--- src/rtl/alu_pkg.sv ---
package alu_pkg;

  typedef enum logic [2:0] {
    CODE_AND = 3'b000,
    CODE_OR  = 3'b001,
    CODE_ADD = 3'b010,
    CODE_SUB = 3'b110,
    CODE_SLT = 3'b111
  } aluCode_e;

  typedef enum logic [1:0] {
    CLS_MEM    = 2'b00,
    CLS_BRANCH = 2'b01,
    CLS_ARITHA = 2'b10,
    CLS_ARITHB = 2'b11
  } opClass_e;

  localparam logic [5:0] FN_ADD = 6'b100000;
  localparam logic [5:0] FN_SUB = 6'b100010;
  localparam logic [5:0] FN_AND = 6'b100100;
  localparam logic [5:0] FN_OR  = 6'b100101;
  localparam logic [5:0] FN_SLT = 6'b101010;

  // Strobes from decoder to datapath.
  // resultSel: 00 and, 01 or, 10 sum, 11 less-than.
  typedef struct packed {
    logic       negateB;
    logic [1:0] resultSel;
  } aluStrobe_t;

endpackage

--- src/rtl/alu_decoder.sv ---
module alu_decoder
  import alu_pkg::*;
(
  input  logic [1:0] opClass,
  input  logic [5:0] funct,
  output logic [2:0] aluCode,
  output aluStrobe_t strobe
);

  aluCode_e fnCode;
  aluCode_e selCode;

  // Second level: function field, only consulted for arithmetic classes
  always_comb begin
    unique case (funct)
      FN_ADD:  fnCode = CODE_ADD;
      FN_SUB:  fnCode = CODE_SUB;
      FN_AND:  fnCode = CODE_AND;
      FN_OR:   fnCode = CODE_OR;
      FN_SLT:  fnCode = CODE_SLT;
      default: fnCode = CODE_ADD;
    endcase
  end

  // First level: coarse class from main control
  always_comb begin
    unique case (opClass)
      CLS_MEM:    selCode = CODE_ADD;
      CLS_BRANCH: selCode = CODE_SUB;
      default:    selCode = fnCode;
    endcase
  end

  assign aluCode          = selCode;
  assign strobe.negateB   = selCode[2];
  assign strobe.resultSel = selCode[1:0];

endmodule

--- src/rtl/alu_datapath.sv ---
module alu_datapath
  import alu_pkg::*;
#(
  parameter int WIDTH      = 32,
  parameter bit USE_RIPPLE = 1'b0
) (
  input  aluStrobe_t       strobe,
  input  logic [WIDTH-1:0] opA,
  input  logic [WIDTH-1:0] opB,
  output logic [WIDTH-1:0] result,
  output logic             zero
);

  localparam int MSB = WIDTH - 1;

  logic [WIDTH-1:0] bEff;
  logic [WIDTH-1:0] sum;
  logic             overflow;
  logic             lessThan;

  assign bEff = strobe.negateB ? ~opB : opB;

  generate
    if (USE_RIPPLE) begin : g_ripple
      logic [WIDTH-1:0] carry;
      assign carry[0] = strobe.negateB;
      for (genvar i = 0; i < WIDTH; i++) begin : g_bit
        assign sum[i] = opA[i] ^ bEff[i] ^ carry[i];
        if (i < MSB) begin : g_cy
          assign carry[i+1] = (opA[i] & bEff[i]) | (carry[i] & (opA[i] ^ bEff[i]));
        end
      end
    end else begin : g_native
      assign sum = opA + bEff + WIDTH'(strobe.negateB);
    end
  endgenerate

  // Signed overflow: operands agree in sign, sum disagrees
  assign overflow = (opA[MSB] == bEff[MSB]) && (sum[MSB] != opA[MSB]);
  assign lessThan = sum[MSB] ^ overflow;

  always_comb begin
    unique case (strobe.resultSel)
      2'b00:   result = opA & opB;
      2'b01:   result = opA | opB;
      2'b10:   result = sum;
      default: result = {{(WIDTH-1){1'b0}}, lessThan};
    endcase
  end

  assign zero = ~|result;

endmodule

--- src/rtl/alu_top.sv ---
module alu_top
  import alu_pkg::*;
#(
  parameter int WIDTH      = 32,
  parameter bit USE_RIPPLE = 1'b0
) (
  input  logic [1:0]       opClass,
  input  logic [5:0]       funct,
  input  logic [WIDTH-1:0] opA,
  input  logic [WIDTH-1:0] opB,
  output logic [2:0]       aluCode,
  output logic [WIDTH-1:0] result,
  output logic             zero
);

  aluStrobe_t strobe;

  alu_decoder u_decoder (
    .opClass (opClass),
    .funct   (funct),
    .aluCode (aluCode),
    .strobe  (strobe)
  );

  alu_datapath #(
    .WIDTH      (WIDTH),
    .USE_RIPPLE (USE_RIPPLE)
  ) u_datapath (
    .strobe (strobe),
    .opA    (opA),
    .opB    (opB),
    .result (result),
    .zero   (zero)
  );

endmodule

--- config.mk ---
export PLATFORM = sky130hd
export DESIGN_NAME = alu_top
export DESIGN_NICKNAME = d
export VERILOG_FILES = /design/src/rtl/alu_pkg.sv /design/src/rtl/alu_decoder.sv /design/src/rtl/alu_datapath.sv /design/src/rtl/alu_top.sv
export SDC_FILE = /design/constraint.sdc
export NUM_CORES = 1
export LEC_CHECK = 0
export BUFFER_PORTS_ARGS = -buffer_cell sky130_fd_sc_hd__buf_2
export CAP_MARGIN = 20
export CORE_AREA = 10 10 95 97
export DETAILED_ROUTE_END_ITERATION = 10
export DIE_AREA = 0 0 105 107
export GPL_TIMING_DRIVEN = 0
export PLACE_DENSITY_LB_ADDON = 0.15
export SYNTH_ARGS = -nofsm -noshare
export SYNTH_HDL_FRONTEND = slang
export SYNTH_SLANG_ARGS = --single-unit
--- constraint.sdc ---
create_clock -name vclk -period 7.3
set_clock_uncertainty 0.15 [all_clocks]
set_input_delay 1.095 -clock vclk [all_inputs]
set_output_delay 1.095 -clock vclk [all_outputs]
set_load 0.005 [all_outputs]
; Yosys cells after proc, flatten, opt, wreduce, memory -nomap -nowiden
; Cells that the tools add are included.
[classes]
reduce_logical = 5
mux = 4
eq_ne = 9
add_sub_neg = 2
n_bitwise = 4
[ops]
columns = operator, n
row1 = $pmux W32 S3, 1
row2 = $add A32 B1 Y32, 1
row3 = $add A32 B32 Y32, 1
row4 = $and A32 B32 Y32, 1
row5 = $mux W32, 1
row6 = $not A32 Y32, 1
row7 = $or A32 B32 Y32, 1
row8 = $reduce_or A32 Y1, 1
row9 = $eq A6 B6 Y1 const B, 4
row10 = $pmux W3 S4, 1
row11 = $pmux W3 S2, 1
row12 = $eq A2 B1 Y1 const B, 2
row13 = $logic_not A2 Y1, 2
row14 = $eq A2 B2 Y1 const B, 1
row15 = $eq A1 B1 Y1, 1
row16 = $logic_and A1 B1 Y1, 1
row17 = $logic_not A1 Y1, 1
row18 = $ne A1 B1 Y1, 1
row19 = $xor A1 B1 Y1, 1
[totals]
regBits = 0
output_inout_bits = 36
inputBits = 72

; Depth between registers and ports, before layout
; Gate-level depths: netlist (run 1).
[logic_depth]
depth_word = 12
depth_mapped = 22
depth_no_buf = 19

; Cells and area by module
; A second synthesis (run 1) with hierarchy kept.
[hier_totals]
hier_cells = 486
hier_area_um2 = 3462.1
[by_module_without_submodules]
columns = module, area_each_um2, cells_per_inst, seq_area_each_um2, n_inst
row1 = alu_datapath, 3363.2, 475, 0.0, 1
row2 = alu_decoder, 98.8, 11, 0.0, 1

; Worst setup path before layout (run 1)
; No wires, ideal clock.
[synth_path]
path_kind = in2out
from = in funct[4]
to = out zero
n_path_buf = 3
t_arrival_ps = 5243
stages = 22
slack_ps = 812
required_time_ps = 6055
path_cell_list = nand3b_4 o31a_1 clkbuf_1 clkbuf_1 xnor2_1 ha_1 clkbuf_1 nor3_1 nor3_1 nand4_1 o2111ai_1 o211ai_1 a21boi_0 o21a_1 nor2_1 fa_1 o22ai_1 nand4bb_1 nor4_1 and4_1 nand4_1 nor3_2
[synth_between]
word_cells_on_any_way = 19
cone_classes = add/sub (2) / eq/ne (8) / mux (4) / bitwise (1) / reduce/logical (4)
[synth_lines]
columns = item, line
row1 = "start, declared", alu_top.sv:8  ; input logic [5:0] funct,
row2 = $eq A6 B6 Y1, alu_decoder.sv:15  ; unique case (funct)
row3 = $pmux W3 S4 (*), alu_decoder.sv:15
row4 = $pmux W3 S2 (*), alu_decoder.sv:27  ; unique case (opClass)
row5 = $mux W32, alu_datapath.sv:21  ; assign bEff = strobe.negateB ? ~opB : opB;
row6 = $add A32 B32 Y32, alu_datapath.sv:34  ; assign sum = opA + bEff + WIDTH'(strobe.negateB);
row7 = $add A32 B1 Y32, alu_datapath.sv:34
row8 = $pmux W32 S3 (*), alu_datapath.sv:43  ; unique case (strobe.resultSel)
row9 = via result[31], alu_top.sv:12  ; output logic [WIDTH-1:0] result,
row10 = $reduce_or A32 Y1 (*), alu_datapath.sv:51  ; assign zero = ~|result;
row11 = $logic_not A1 Y1 (*), alu_datapath.sv:51
row12 = "end, declared", alu_top.sv:13  ; output logic zero
; The timed path passes the listed nets; every way through them passes the cells marked *.

; Worst setup path after layout (run 1)
[layout_path]
from = in funct[4]
to = out zero
[layout_between]
elab_chain_len = 12
word_cells_on_any_way = 19
cone_classes = add/sub (2) / eq/ne (8) / mux (4) / bitwise (1) / reduce/logical (4)
[layout_rtl]
columns = item, line
row1 = $eq A6 B6 Y1, alu_decoder.sv:15
row2 = $pmux W3 S4 (*), alu_decoder.sv:15
row3 = $pmux W3 S2 (*), alu_decoder.sv:27
row4 = $mux W32, alu_datapath.sv:21
row5 = $add A32 B32 Y32, alu_datapath.sv:34
row6 = $add A32 B1 Y32, alu_datapath.sv:34
row7 = $ne A1 B1 Y1, alu_datapath.sv:39  ; assign overflow = (opA[MSB] == bEff[MSB]) && (sum[MSB] != opA[MSB]);
row8 = $logic_and A1 B1 Y1, alu_datapath.sv:39
row9 = $xor A1 B1 Y1, alu_datapath.sv:40  ; assign lessThan = sum[MSB] ^ overflow;
row10 = $pmux W32 S3 (*), alu_datapath.sv:43
row11 = $reduce_or A32 Y1 (*), alu_datapath.sv:51
row12 = $logic_not A1 Y1 (*), alu_datapath.sv:51
; Every way passes the cells marked *; elsewhere a longest branch is shown, timed or not.

==> results of run 1 <==
## per-layer routing
| layer | GRT usage (%) | vias to the layer above | wire [um] |
|---|---|---|---|
| met3 | 1.80 | 8 | 863 |
| met5 | 0 | - | 0 |
| li1 | - | 2028 | - |
| met4 | 3.24 | 0 | 125 |
| met1 | 27.0 | 1916 | 5690 |
| met2 | 40.6 | 150 | 6530 |
## power by group through the flow
stage	Combinational (mW)	Clock, mW	Sequential [mW]
detailed placement	0.541	0	0
global route	0.605	0	0
global placement	0.535	0	0
finish	0.553	0	0
CTS	0.545	0	0
floorplan	0.364	0	0
## kinds of logic (layout without fill, tap and decap cells)
family | Yosys count | count (layout) | synth area share (%)
compound gates | 157 | 157 | 35.5
xor+xnor | 49 | 49 | 12.3
mux | 3 | 3 | 0.862
buf+inv | 43 | 148 | 5.10
fa+ha+maj | 67 | 67 | 22.6
simple gates | 158 | 158 | 23.6
## worst max-delay path: stages
cell and delay [ns]:
buf_2 0.11, nand3b_4 0.18, o31a_1 0.37, clkbuf_4 0.28, xnor2_1 0.17, ha_1 0.42, nor3_1 0.12, nor3_2 0.27
nand4_1 0.20, o2111ai_1 0.25, o211ai_1 0.17, a21boi_0 0.31, o21a_1 0.15, nor2_1 0.06, fa_1 0.49, o22ai_1 0.10
nand4bb_1 0.20, nor4_2 0.17, and4_1 0.28, nand4_1 0.13, nor3_2 0.19, buf_2 0.13
## what timing repair did
action | 4_1_cts | 5_1_grt
gates resized for setup | 7 | 2
gates cloned | 0 | 0
endpoints found under the setup margin | 1 | 1
pin swaps | 0 | 3
buffers inserted | 0 | 3
## metrics by stage
stage                     setup TNS [ns]  area (sq um)
after floorplan                        0          3480
after global placement            -0.620          4140
after detailed placement          -0.631          4140
after CTS                              0          4150
after global routing                   0          4180
final                                  0          4180
## cell type report
cell class / instances / area (sq um) / area share, %
Multi-Input combinational cell: 434 / 3320 / 79.6
Tap cell: 99 / 124 / 2.97
Inverter: 17 / 63.8 / 1.53
Buffer: 21 / 106 / 2.55
Timing Repair Buffer: 110 / 558 / 13.4
## final timing paths
path                         to      from
worst max-delay path       zero  funct[4]
worst min-delay path  result[7]    opB[7]
## synthesized netlist by cell type, types with 4 or more instances
cell	instances	share of area, %
a21o_1	7	1.5
nor2b_1	4	0.72
a21oi_1	31	4.5
and3_1	4	0.72
o21ai_1	5	0.72
xor2_1	7	1.8
a211o_1	6	1.5
and2_1	6	1.1
nand4_1	10	1.8
nand3_1	12	1.7
nor2_1	28	3.0
ha_1	38	14
o21ai_0	20	2.9
a31oi_1	5	0.90
clkbuf_1	17	1.8
or3_1	4	0.72
inv_1	16	1.7
o211ai_1	9	1.9
a22o_1	8	2.0
o22ai_1	4	0.72
xnor2_1	42	11
buf_2	7	1.0
nand2_1	52	5.6
maj3_1	27	7.8
a211oi_1	9	1.9
o21a_1	8	1.7
nor3_1	15	2.2
## placed cells by master (no fill, tap or decap), types with 12 or more instances in the layout
master,synthesis,final
nand3_1,12,12
xnor2_1,42,42
nand2_1,52,52
ha_1,38,38
inv_1,16,16
o21ai_0,20,20
buf_2,7,114
nor2_1,28,28
nor3_1,15,14
maj3_1,27,27
a21oi_1,31,31
==> impl_metrics.ini, run 1 <==
[timing]
setup_slack_ns = 0.221
relSlewSlack_pct = 33.8
fin_crit_sh_pct = 97.0
min_period_ns = 7.08
tightest_slew_ns = 0.983
setup_viol = 0
hold_slack_ns = 2.47
rsz0062_at_grt = false
hold_viol = 0
slew_violations = 0
clock.fmax_mhz = 141

[routing]
antenna_left = 0
wirelength_um = 13200
firstDrtPassIters = 5
post_drt_wl_per_cell_um = 19.4
route.detailed.drc = 0
num_vias = 4102
drtIter0Drc = 232
vias_per_cell = 6.02

[yosys]
mappedNetlistArea_sq_um = 3480
synth_nets = 589
ys_types = 78
ys_seq_area_share_pct = 0
ys_warn_count = 0
syn_avg_cell_area_sq_um = 7.30
netlist_instances = 477

[floorplanning]
initial_core_util_pct = 48.8
rows = 31
dieArea_sq_um = 11200
coreArea_sq_um = 7140
ios = 108
die_w_um = 105
die_h_um = 107

[power_and_ir_drop]
swShare_pct = 56.7
power_density_nw_per_um2 = 132
peakVddDrop_mv = 0.0691
pwr-share-comb_pct = 100.0
power_frac_clock_pct = 0
p_sw_mw = 0.313
seqPwrFrac_pct = 0
internal_power_mw = 0.240
p_leak_nw = 1.81
p_total_mw = 0.553

[critical_path]
cp-end-kind = output port
crit_fanout = 10
arrival_ns = 5.83
cp.required_ns = 6.05
start_kind = primary input
critical_path_class = primary input to output port

[global_route]
track_usage_pct = 21.8
grt_max_degree = 11
grt.overflow.total = 0
grt_pass1_wl_um = 20900
grt_pass1_vias = 4175
antenna_found_initial = 0

[placed_design]
place_ws_ns = -0.631
routabilityCongestion = 0.935
dpl.cell_count = 683
io_buffer_count = 107
dpl.hpwl_um = 10900

[cells_and_area]
antenna_cells = 0
n_clock_buffer = 0
area_growth_pct = 19.9
nFillCells = 762
seq_area_sq_um = 0
design.seq.count = 0
fin_cells = 681
drive_gt1_share_pct = 25.9
nNetsFinal = 696
post-route-util_pct = 58.5

[min_path]
hp-class = primary input to output port
whs_path_depth = 4

[run]
maxCapViolCount = 0

[status]
status = complete, no violations

[clock_tree]
cts_hold_buf = 0
Note: power is estimated with default switching activity, not from simulation.
==> inputs of run 2 (changes only) <==
--- a/config.mk
+++ b/config.mk
@@ -7,9 +7,9 @@
 export LEC_CHECK = 0
 export BUFFER_PORTS_ARGS = -buffer_cell sky130_fd_sc_hd__buf_2
 export CAP_MARGIN = 20
-export CORE_AREA = 10 10 95 97
+export CORE_AREA = 10 10 99 101
 export DETAILED_ROUTE_END_ITERATION = 10
-export DIE_AREA = 0 0 105 107
+export DIE_AREA = 0 0 109 111
 export GPL_TIMING_DRIVEN = 0
 export PLACE_DENSITY_LB_ADDON = 0.15
 export SYNTH_ARGS = -nofsm -noshare
==> run 2 against run 1 <==
Effect of this change:
- routed wire length rose by 1.3%
- die area rose by 7.7%
- first-iteration DRC count is 12% lower
- global-route usage is 0.78 points lower
- count of clock-buffer cells in the layout is the same
- critical endpoint unchanged
- largest cell class unchanged
- highest routed layer unchanged
==> impl_metrics.ini, run 2 (synthesis results as in run 1) <==
[cells_and_area]
final_area_sq_um = 4170
seq_area_sq_um = 0
area_growth_pct = 19.6
antenna_cells = 0
final_common_cell = buf_2
design.seq.count = 0
nFillCells = 860
post-route-util_pct = 52.3
nNetsFinal = 695
drive_gt1_share_pct = 25.8
fin_cells = 686
final_cell_mix = buf_2 (115), nand2_1 (52), xnor2_1 (42), ha_1 (38), a21oi_1 (31)
n_clock_buffer = 0

[floorplanning]
coreArea_sq_um = 7970
initial_core_util_pct = 43.7
rows = 33
dieArea_sq_um = 12100
die_h_um = 111
ios = 108
die_w_um = 109

[routing]
wirelength_um = 13400
drtIter0Drc = 204
antenna_left = 0
firstDrtPassIters = 5
num_vias = 4152
route.detailed.drc = 0
vias_per_cell = 6.05
post_drt_wl_per_cell_um = 19.5

[timing]
setup_viol = 0
clock.fmax_mhz = 142
relSlewSlack_pct = 30.7
rsz0062_at_grt = false
fin_crit_sh_pct = 96.5
slew_violations = 0
hold_viol = 0
min_period_ns = 7.05
tightest_slew_ns = 1.03

[min_path]
worstHoldEndpoint = result[7]
hp-start = opB[7]
hp-class = primary input to output port
whs_path_depth = 4

[critical_path]
arrival_ns = 5.80
cp.required_ns = 6.05
path_cells = buf_2 > nand3b_4 > o31a_1 > clkbuf_4 > xnor2_1 > ha_1 > a211oi_2 > o311ai_4 > a311oi_4 > nor3_1 > o211ai_1 > a21boi_1 > o21a_1 > nor2_1 > fa_1 > o22ai_1 > nand4bb_1 > nor4_2 > and4_1 > nand4_1 > nor3_2 > buf_2
cp_common_cell = buf_2
cp-end-kind = output port
critical_path_class = primary input to output port
crit_fanout = 10
start_kind = primary input
crit_slowest_cell = a311oi_4
max_stage_delay_ns = 0.39

[placed_design]
dpl.cell_count = 689
io_buffer_count = 107
place_area_sq_um = 4150
routabilityCongestion = 0.964
dpl.hpwl_um = 11000

[run]
maxCapViolCount = 0

[global_route]
track_usage_pct = 21.0
grt_max_degree = 11
antenna_found_initial = 0
grt.overflow.total = 0
grt_pass1_wl_um = 21400
grt_pass1_vias = 4323

[status]
status = complete, no violations

[power_and_ir_drop]
p_sw_mw = 0.314
p_total_mw = 0.553
peakVddDrop_mv = 0.0649
internal_power_mw = 0.239
pwr-share-comb_pct = 100.0
p_leak_nw = 1.80
swShare_pct = 56.7
seqPwrFrac_pct = 0
power_frac_clock_pct = 0
power_density_nw_per_um2 = 133
-- run 2: changes by cell type in the layout (fill, tap and decap cells not counted) --
cell,delta
clkbuf_4,-1
buf_4,-1
a21boi_0,-1
buf_2,+1
a211oi_4,-1
a211oi_2,+1
a21boi_1,+1
-- run 2: area by class of cell --
type	instances	area (sq um)	share of cell area (%)
Multi-Input combinational cell	434	3320	79.6
Timing Repair Buffer	109	551	13.2
Tap cell	105	131	3.15
Buffer	21	104	2.49
Inverter	17	63.8	1.53
-- run 2: timing repair --
action | 4_1_cts | 5_1_grt
hold buffers | 0 | 0
gates resized for setup | 6 | 3
pin swaps | 0 | 1
setup buffers | 1 | 1
endpoints found under the setup margin | 1 | 1
-- run 2: how the worst max path moves through the flow --
| stage | from | to | slack [ns] | cells past startpoint |
|---|---|---|---|---|
| after floorplan | funct[4] | zero | 0.81 | 22 |
| after global placement | opClass[1] | zero | -0.70 | 24 |
| after detailed placement | opClass[1] | zero | -0.69 | 24 |
| after CTS | funct[4] | zero | 0.002 | 23 |
| after global routing | funct[4] | zero | 0.004 | 22 |
| final | funct[4] | zero | 0.25 | 22 |
-- run 2: power by group through the flow --
stage,clock network [mW],logic (mW),registers (mW)
final,0,0.553,0
after global routing,0,0.610,0
after CTS,0,0.548,0
after detailed placement,0,0.542,0
after global placement,0,0.538,0
after floorplan,0,0.364,0
-- run 2: layer usage --
layer  up-vias  wire [um]  part of all wire, %  track usage (%)
li1       2025          -                    -                -
met1      1965       5720                   43             26.4
met2       148       6640                   50             37.1
met3        14        847                  6.3             2.27
met4         0        164                  1.2             3.87
met5         -          0                    0                0
-- run 2: metrics by stage --
step	hold slack, ns	worst slack (ns)	TNS (ns)
after global routing	2.50	0.00367	0
after global placement	2.47	-0.696	-0.696
final	2.47	0.253	0
after floorplan	2.19	0.812	0
after CTS	2.47	0.00243	0
after detailed placement	2.47	-0.689	-0.689
-- run 2: worst max-delay path, delay by kind of cell --
kind / cells / cell delay [ns]
fa+ha+maj: 2 / 0.56
xor+xnor: 1 / 0.16
compound gates: 8 / 2.02
simple gates: 8 / 1.46
buf+inv: 3 / 0.49
